==> config.mk <==
export PLATFORM = sky130hd
export DESIGN_NAME = charLoadCtl
export DESIGN_NICKNAME = d
export VERILOG_FILES = /design/src/rtl/charLoadPkg.sv /design/src/rtl/charStrobeSync.sv /design/src/rtl/loadCtl.sv /design/src/rtl/loadDatapath.sv /design/src/rtl/charLoadCtl.sv
export SDC_FILE = /design/constraint.sdc
export NUM_CORES = 1
export LEC_CHECK = 0
export BUFFER_PORTS_ARGS = -buffer_cell sky130_fd_sc_hd__buf_2
export CAP_MARGIN = 20
export CORE_ASPECT_RATIO = 0.7
export CORE_MARGIN = 8
export CORE_UTILIZATION = 50
export DETAILED_ROUTE_END_ITERATION = 10
export PLACE_DENSITY_LB_ADDON = 0.08
export SYNTH_ARGS = -nofsm -noshare
export SYNTH_HDL_FRONTEND = slang
export SYNTH_SLANG_ARGS = --single-unit
export TNS_END_PERCENT = 5
==> constraint.sdc <==
create_clock -name clk -period 6 [get_ports clk]
set_input_delay 0.6 -clock clk [delete_from_list [all_inputs] [get_ports clk]]
set_output_delay 0.6 -clock clk [all_outputs]
set_load 0.05 [all_outputs]
==> src/rtl/charLoadPkg.sv <==
package charLoadPkg;

  typedef enum logic [1:0] {
    MODE_IDLE = 2'd0,
    MODE_HALT = 2'd1,
    MODE_PREP = 2'd2,
    MODE_WAIT = 2'd3
  } loadMode_t;

  typedef struct packed {
    logic clearAll;
    logic shiftDigit;
    logic loadInstr;
    logic loadAcc;
    logic setErr;
    logic clrErr;
  } ctrlStrobes_t;

  localparam logic [3:0] CODE_LOCATION = 4'b1001;
  localparam logic [3:0] CODE_ENTER    = 4'b1010;

endpackage

==> src/rtl/charStrobeSync.sv <==
module charStrobeSync #(
  parameter int CHAR_W = 5,
  parameter int STAGES = 2
) (
  input  logic              clk,
  input  logic              rstN,
  input  logic [CHAR_W-1:0] charLines,
  input  logic              strobeP,
  input  logic              strobeN,
  output logic              charEvent,
  output logic [CHAR_W-1:0] charOut
);

  logic [STAGES-1:0] pSync, nSync;
  logic pPrev, nPrev;
  logic [CHAR_W-1:0] dSync [STAGES];

  always_ff @(posedge clk or negedge rstN) begin
    if (!rstN) begin
      pSync <= '0;
      nSync <= '1;
      pPrev <= 1'b0;
      nPrev <= 1'b1;
    end else begin
      pSync <= {pSync[STAGES-2:0], strobeP};
      nSync <= {nSync[STAGES-2:0], strobeN};
      pPrev <= pSync[STAGES-1];
      nPrev <= nSync[STAGES-1];
    end
  end

  // character lines follow the strobes through matching stages
  genvar s;
  generate
    for (s = 0; s < STAGES; s++) begin : gStage
      always_ff @(posedge clk or negedge rstN) begin
        if (!rstN) dSync[s] <= '0;
        else if (s == 0) dSync[s] <= charLines;
        else dSync[s] <= dSync[(s == 0) ? 0 : s-1];
      end
    end
  endgenerate

  assign charEvent = pPrev && !pSync[STAGES-1] && !nPrev && nSync[STAGES-1];
  assign charOut   = dSync[STAGES-1];


  single_take_chk: assert property (@(posedge clk) disable iff (!rstN)
    charEvent |=> !charEvent);

endmodule

==> src/rtl/loadCtl.sv <==
module loadCtl
  import charLoadPkg::*;
#(
  parameter int CODE_W = 4
) (
  input  logic            clk,
  input  logic            rstN,
  input  logic            masterReset,
  input  logic            fillReq,
  input  logic            wordTick,
  input  logic            charEvent,
  input  logic [CODE_W:0] charIn,
  output ctrlStrobes_t    ctrl,
  output loadMode_t       mode
);

  loadMode_t modeNext;
  logic parityOk, isControl, accept;
  logic [CODE_W-1:0] code;

  assign code      = charIn[CODE_W-1:0];
  assign parityOk  = ^charIn;
  assign isControl = code[CODE_W-1];
  assign accept    = charEvent && (mode == MODE_WAIT) && !masterReset;

  always_comb begin
    modeNext = mode;
    if (masterReset) modeNext = MODE_IDLE;
    else if (wordTick) begin
      unique case (mode)
        MODE_IDLE: modeNext = MODE_HALT;
        MODE_HALT: modeNext = fillReq ? MODE_WAIT : MODE_PREP;
        MODE_PREP: modeNext = fillReq ? MODE_WAIT : MODE_HALT;
        MODE_WAIT: modeNext = MODE_WAIT;
        default:   modeNext = MODE_IDLE;
      endcase
    end
  end

  always_ff @(posedge clk or negedge rstN) begin
    if (!rstN) mode <= MODE_IDLE;
    else mode <= modeNext;
  end

  always_comb begin
    ctrl            = '0;
    ctrl.clearAll   = masterReset;
    ctrl.clrErr     = fillReq;
    ctrl.setErr     = accept && !parityOk;
    ctrl.shiftDigit = accept && parityOk && !isControl;
    ctrl.loadInstr  = accept && parityOk && (code == CODE_LOCATION[CODE_W-1:0]);
    ctrl.loadAcc    = accept && parityOk && (code == CODE_ENTER[CODE_W-1:0]);
  end


  one_action_chk: assert property (@(posedge clk) disable iff (!rstN)
    $onehot0({ctrl.shiftDigit, ctrl.loadInstr, ctrl.loadAcc, ctrl.setErr}));


  reset_idle_chk: assert property (@(posedge clk) disable iff (!rstN)
    masterReset |=> mode == MODE_IDLE);


  wait_hold_chk: assert property (@(posedge clk) disable iff (!rstN)
    (mode == MODE_WAIT && !masterReset) |=> mode == MODE_WAIT);


  idle_hold_chk: assert property (@(posedge clk) disable iff (!rstN)
    (mode == MODE_IDLE && !masterReset && !wordTick) |=> mode == MODE_IDLE);

endmodule

==> src/rtl/loadDatapath.sv <==
module loadDatapath
  import charLoadPkg::*;
#(
  parameter int WORD_W  = 24,
  parameter int DIGIT_W = 3
) (
  input  logic               clk,
  input  logic               rstN,
  input  ctrlStrobes_t       ctrl,
  input  logic [DIGIT_W-1:0] digit,
  output logic [WORD_W-1:0]  holdReg,
  output logic [WORD_W-1:0]  instrReg,
  output logic [WORD_W-1:0]  accReg,
  output logic               parityErr
);

  localparam logic [WORD_W-1:0] ONE = WORD_W'(1);

  always_ff @(posedge clk or negedge rstN) begin
    if (!rstN) begin
      holdReg   <= '0;
      instrReg  <= '0;
      accReg    <= '0;
      parityErr <= 1'b0;
    end else if (ctrl.clearAll) begin
      holdReg   <= '0;
      instrReg  <= '0;
      accReg    <= '0;
      parityErr <= 1'b0;
    end else begin
      if (ctrl.shiftDigit) holdReg <= {holdReg[WORD_W-DIGIT_W-1:0], digit};
      if (ctrl.loadInstr) instrReg <= holdReg;
      if (ctrl.loadAcc) begin
        accReg   <= holdReg;
        instrReg <= instrReg + ONE;
      end
      if (ctrl.clrErr) parityErr <= 1'b0;
      else if (ctrl.setErr) parityErr <= 1'b1;
    end
  end


  hold_stable_chk: assert property (@(posedge clk) disable iff (!rstN)
    (!ctrl.shiftDigit && !ctrl.clearAll) |=> $stable(holdReg));


  enter_incr_chk: assert property (@(posedge clk) disable iff (!rstN)
    (ctrl.loadAcc && !ctrl.clearAll) |=> instrReg == WORD_W'($past(instrReg) + ONE));


  err_set_chk: assert property (@(posedge clk) disable iff (!rstN)
    (ctrl.setErr && !ctrl.clrErr && !ctrl.clearAll) |=> parityErr);


  err_clear_chk: assert property (@(posedge clk) disable iff (!rstN)
    ctrl.clrErr |=> !parityErr);

endmodule

==> src/rtl/charLoadCtl.sv <==
module charLoadCtl
  import charLoadPkg::*;
#(
  parameter int WORD_W      = 24,
  parameter int DIGIT_W     = 3,
  parameter int CODE_W      = 4,
  parameter int SYNC_STAGES = 2
) (
  input  logic              clk,
  input  logic              rstN,
  input  logic [CODE_W:0]   charLines,
  input  logic              strobeP,
  input  logic              strobeN,
  input  logic              masterReset,
  input  logic              fillReq,
  input  logic              wordTick,
  output logic [WORD_W-1:0] holdReg,
  output logic [WORD_W-1:0] instrReg,
  output logic [WORD_W-1:0] accReg,
  output logic              parityErr,
  output logic [1:0]        loadMode
);

  localparam int CHAR_W = CODE_W + 1;

  logic charEvent;
  logic [CHAR_W-1:0] charSync;
  ctrlStrobes_t ctrl;
  loadMode_t mode;

  charStrobeSync #(.CHAR_W(CHAR_W), .STAGES(SYNC_STAGES)) uSync (
    .clk(clk), .rstN(rstN), .charLines(charLines),
    .strobeP(strobeP), .strobeN(strobeN),
    .charEvent(charEvent), .charOut(charSync)
  );

  loadCtl #(.CODE_W(CODE_W)) uCtl (
    .clk(clk), .rstN(rstN), .masterReset(masterReset), .fillReq(fillReq),
    .wordTick(wordTick), .charEvent(charEvent), .charIn(charSync),
    .ctrl(ctrl), .mode(mode)
  );

  loadDatapath #(.WORD_W(WORD_W), .DIGIT_W(DIGIT_W)) uPath (
    .clk(clk), .rstN(rstN), .ctrl(ctrl), .digit(charSync[DIGIT_W-1:0]),
    .holdReg(holdReg), .instrReg(instrReg), .accReg(accReg),
    .parityErr(parityErr)
  );

  assign loadMode = mode;

endmodule

== After elaboration in Yosys (flattened, before gate mapping) ==
Index checks and enable logic that the tools add are counted.
Storage, ports and cells
  register bits: 91
  output and inout port bits: 75
Cells by class
  $add $sub $neg: 1
  multiplexer cells: 15
  equal/unequal tests: 5
  reductions and logical operators: 22
Operators with widths (number)
  24-bit two-way mux: 7
  24-bit by 1-bit adder with 24-bit output, second input constant: 1
  1-bit logical AND: 10
  4-bit equality test, second input constant: 2
  2-bit one-hot mux with 4 select lines: 1
  2-bit two-way mux: 3
  2-bit nonzero test: 3
  3-bit nonzero test: 2
  1-bit logical NOT: 5
  5-bit XOR reduction: 1
  2-bit equality test, second input constant: 2
  1-bit two-way mux: 4
  2-bit by 1-bit equality test with 1-bit output, second input constant: 1
  2-bit logical NOT: 1

== Logic depth before layout (Yosys ltp) ==
  depth after elaboration: 11
  gate-level depth with buffers: 8
  mapped depth without buffers: 7

== Hierarchy ==
From an unflattened synthesis, not the netlist that was laid out.
Second synthesis, totals
  cells, all modules: 384
  area total of the unflattened synthesis: 4164.0 µm²
By module, submodules not included
  loadDatapath: area an instance 3503.4 µm², times used 1, cells an instance 337, seq. area each 1826.8 µm²
  charStrobeSync: area an instance 454.2 µm², times used 1, cells an instance 22, seq. area each 404.1 µm²
  loadCtl: area an instance 206.4 µm², times used 1, cells an instance 25, seq. area each 50.0 µm²

== Worst setup path after synthesis ==
No wires, ideal clock.
  kind: reg-to-reg
  from: reg uPath.instrReg[0]
  to: reg uPath.instrReg[18]
  arrival: 1.984 ns
  data required time: 5.918 ns
  path slack: 3.934 ns
  stages on the path, launching flop included: 7
  setup time: 0.082 ns
  clock period less this slack: 2.066 ns
  path buffers: 0
  cells stage by stage: dfrtp_1 -> ha_1 -> nand2_1 -> nor4_4 -> nand4_1 -> o31a_1 -> o22ai_1
On the way
  cells in the longest elaborated chain, start to end: 3
Ends and longest elaborated chain
  from (decl): line loadDatapath.sv:12  | output logic [WORD_W-1:0] instrReg,
  from (signal assigned): line loadDatapath.sv:32  | if (ctrl.loadInstr) instrReg <= holdReg;
  from (signal assigned): line loadDatapath.sv:35  | instrReg <= instrReg + ONE;
  24-bit by 1-bit adder with 24-bit output: line loadDatapath.sv:35
  24-bit two-way mux: line loadDatapath.sv:33  | if (ctrl.loadAcc) begin
  24-bit two-way mux: line loadDatapath.sv:25  | end else if (ctrl.clearAll) begin
Every way passes these cells.
A chain may end at the register's enable or synchronous reset.

== Worst setup path in the final report ==
  from: reg uSync.dSync, in the netlist uSync.charOut[0]
  to: reg uPath.holdReg[1]
On the way
  cells in the longest elaborated chain, start to end: 4
Ends and longest elaborated chain
  from (decl): line charStrobeSync.sv:16  | logic [CHAR_W-1:0] dSync [STAGES];
  from (signal, indexed assignment): line charStrobeSync.sv:38  | else if (s == 0) dSync[s] <= charLines;
  from (signal, indexed assignment): line charStrobeSync.sv:39  | else dSync[s] <= dSync[(s == 0) ? 0 : s-1];
  5-bit XOR reduction: line loadCtl.sv:22  | assign parityOk = ^charIn;
  1-bit logical AND (2 in a row): line loadCtl.sv:50  | ctrl.shiftDigit = accept && parityOk && !isControl;
  2-bit nonzero test (no source line)
  to (signal assigned): line loadDatapath.sv:31  | if (ctrl.shiftDigit) holdReg <= {holdReg[WORD_W-DIGIT_W-1:0], digit};
  to (decl): line loadDatapath.sv:11  | output logic [WORD_W-1:0] holdReg,
Every way passes these cells.

==> out/results.ini <==
[worst_setup_path]
crit_type = flip-flop to flip-flop
path_cells = inv_1 -> ha_1 -> xor3_4 -> nor3b_4 -> buf_4 -> mux2i_1 -> nor2_1
cp.arrival_ns = 2.99
required_ns = 6.18
crit-reg2reg-launch = uSync.charOut[0]$_DFF_PN0_
crit_fanout = 13
reg2reg_depth = 7
regToRegSetupSlack_ns = 3.19
max_stage_delay_ns = 0.70
r2r-end = uPath.holdReg[1]$_DFFE_PN0P_
cpMaxStageDelayCell = nor3b_4
start_kind = flip-flop
critPathCaptureType = flip-flop

[run_status]
status = completed

[logic_synthesis]
synth_top_area_share_pct = 52.3
postSynthCellCount = 417
synthesis.area_um2 = 4210
yosys-top-cells-area = dfrtp_1 (52%), a21oi_1 (6.2%), mux2i_1 (5.9%), nand2_1 (5.6%), nor2_1 (3.5%)
synth.distinct_cells = 43
postSynthAreaPerCell_um2 = 10.1
ys_seq_elements = 91
yosys_warnings = 0
yosys.area.top_type = dfrtp_1
yosysSeqAreaShare_pct = 54.1
synth_nets = 433

[global_route]
grt_start_max_net_pins = 73
grt_pass1_wl_um = 18600
grt_pass1_vias = 3447
grt_overflow = 0
groute.usage.overall_pct = 19.9
antenna_found_initial = 0

[place]
gp_congestion = 0.823
portBuffers = 86
dp_hpwl_um = 7650

[die]
start_util_pct = 50.7
dieArea_um2 = 11700
num_rows = 28
die_w_um = 126
io_pins = 87
core_area_um2 = 8300
die_height_um = 92.8

[power_and_ir_drop]
leakage_nw = 2.32
pwr_density_cell_nw_per_um2 = 244
ir_drop_v = 0.000136

[timing]
slew_viol_final = 0
rsz0062_at_grt = false
period_share_pct = 46.9
period_minus_slack_ns = 2.81
setup_viol = 0
final.setup.tns_ns = 0
tightest_slew_ns = 1.01
hold_ws_ns = 0.125
timing.fmax_mhz = 356
fin_worst_skew_ns = 0.00674
finalHoldViolCount = 0
slew_headroom_pct = 32.9

[routing]
firstDrtPassIters = 4
post-route-drc-count = 0
ant_nets = 0
routed-via-count = 3474
wl_per_cell_um = 18.7
wl_um = 11300
dr.first_iter.drc_count = 313
vias_per_cell = 5.74

[cells_and_area]
fillCellCount = 734
synthToLayoutAreaGrowth_pct = 18.4
drive_gt1_share_pct = 25.0
fin_nets = 511
antenna_cells = 0

[clocking]
cts.sinks = 91
cts_buffers = 9
cts_resized = 0
h-tree-depth = 3
clkLatencyLatePin_ns = 0.34
cts_hold_buf = 0
clock-root-buffer = clkbuf_16
clk_pin_slew_ns = 0.06
cts_tree = built
ctsLongestPathBuffers = 2
post-cts-setup-buffer-count = 0

[flow_run]
cap_viol_max_count = 0

[worst_hold_path]
hp-class = input port to asynchronous set/reset pin

[area by class of cell]
class / count / area [µm²] / area share, %
inverter: 10 / 37.5 / 0.753
clock buffer: 10 / 239 / 4.79
clock inverter: 6 / 50.0 / 1.00
tap: 105 / 131 / 2.63
sequential: 91 / 2280 / 45.7
multi-input combinational: 291 / 1750 / 35.0
timing repair buffer: 92 / 502 / 10.1
[how the worst max path moves through the flow]
| stage | start | endpoint | slack (ns) | cells past startpoint |
|---|---|---|---|---|
| after floorplan | uPath.instrReg[0]$_DFFE_PN0P_ | uPath.instrReg[18]$_DFFE_PN0P_ | 3.93 | 6 |
| after global placement | masterReset | uPath.instrReg[5]$_DFFE_PN0P_ | 2.94 | 6 |
| after detailed placement | masterReset | uPath.holdReg[1]$_DFFE_PN0P_ | 2.91 | 7 |
| after CTS | uSync.charOut[0]$_DFF_PN0_ | uPath.holdReg[1]$_DFFE_PN0P_ | 3.16 | 7 |
| after global routing | uSync.charOut[0]$_DFF_PN0_ | uPath.holdReg[7]$_DFFE_PN0P_ | 3.00 | 7 |
| final | uSync.charOut[0]$_DFF_PN0_ | uPath.holdReg[1]$_DFFE_PN0P_ | 3.19 | 7 |
[Yosys cell counts (all sizes together)]
master / count
xor3: 1
buf: 17
mux2i: 25
nand4: 8
and2: 2
mux2: 1
nor2b: 1
o21ai: 31
and4bb: 1
and4: 1
dfrtp: 88
nand2b: 3
dfstp: 3
and3b: 1
o22ai: 7
a31oi: 3
clkbuf: 8
and3: 3
o21a: 1
inv: 10
a21oi: 52
nand2: 63
nor3: 10
o31a: 8
nand3: 10
a211oi: 1
o2111ai: 1
nor4b: 1
nor3b: 5
ha: 4
a22oi: 1
nor4bb: 3
nor2: 39
nor4: 4
[state kept, by name, summed over array words and instances (netlist names), 2 cells and up]
signal,flops
uCtl.mode,2
uPath.accReg,24
uPath.holdReg,24
uPath.instrReg,24
uSync.charOut,5
uSync.dSync,5
uSync.nSync,2
uSync.pSync,2
[where the power goes]
group / internal, mW / switching (mW)
Sequential: 0.620 / 0.00355
Combinational: 0.0141 / 0.0358
Clock: 0.296 / 0.245
[metrics by stage]
step / cells / setup slack, ns / util (%) / instance area (µm²) / power [mW]
after floorplan: 417 / 3.93 / - / 4210 / 0.662
after global placement: 587 / 2.94 / 56.1 / 4660 / 0.684
after detailed placement: 588 / 2.91 / 56.4 / 4690 / 0.686
after CTS: 604 / 3.16 / 59.9 / 4980 / 1.23
after global routing: 605 / 3.00 / 60.1 / 4990 / 1.26
final: 605 / 3.19 / 60.1 / 4990 / 1.21
[layer usage]
| layer | wire, µm | GRT usage, % | share of wire [%] |
|---|---|---|---|
| met1 | 5070 | 26.3 | 45 |
| met4 | 114 | 5.75 | 1.0 |
| met5 | 0 | 0 | 0 |
| met3 | 771 | 5.85 | 6.8 |
| met2 | 5360 | 31.5 | 47 |
[logic make-up (layout without fill, tap and decap cells)]
logic type / count (synthesis) / after routing / synth area share, %
AO/OA/AOI/OAI: 105 / 105 / 13.9
flip-flops: 91 / 91 / 54.1
adder cells (fa/ha/maj): 4 / 4 / 1.19
buffers and inverters: 35 / 118 / 4.54
XOR/XNOR: 1 / 1 / 0.653
multiplexers: 26 / 26 / 6.21
AND/OR/NAND/NOR: 155 / 155 / 19.4
[cell usage in the layout, fill, tap and decap left out, types with 3 or more instances in the layout]
cell,synthesis,routed
nor3b_1,4,4
nor4bb_1,3,3
buf_4,3,5
and3_1,3,3
nand2_1,63,63
nand2b_1,3,3
nor3_1,10,10
dfstp_2,3,3
clkinv_4,0,3
nand4_1,5,5
o21ai_0,27,27
mux2i_1,25,25
clkbuf_16,0,9
o31a_1,8,8
nand4_4,3,3
inv_1,10,10
buf_2,9,85
dfrtp_1,88,88
o21ai_1,4,4
ha_1,4,4
nand3_1,9,9
nor2_1,39,39
o22ai_1,7,7
a21oi_1,52,52
[critical path: cells and delay by family, from the launching register on]
family / cells / cell delay (ns)
XOR/XNOR: 1 / 0.56
adder cells (fa/ha/maj): 1 / 0.28
buffers and inverters: 2 / 0.43
flip-flops: 1 / 0.38
multiplexers: 1 / 0.24
AND/OR/NAND/NOR: 2 / 0.76
Note: power is estimated with default switching activity, not from simulation.
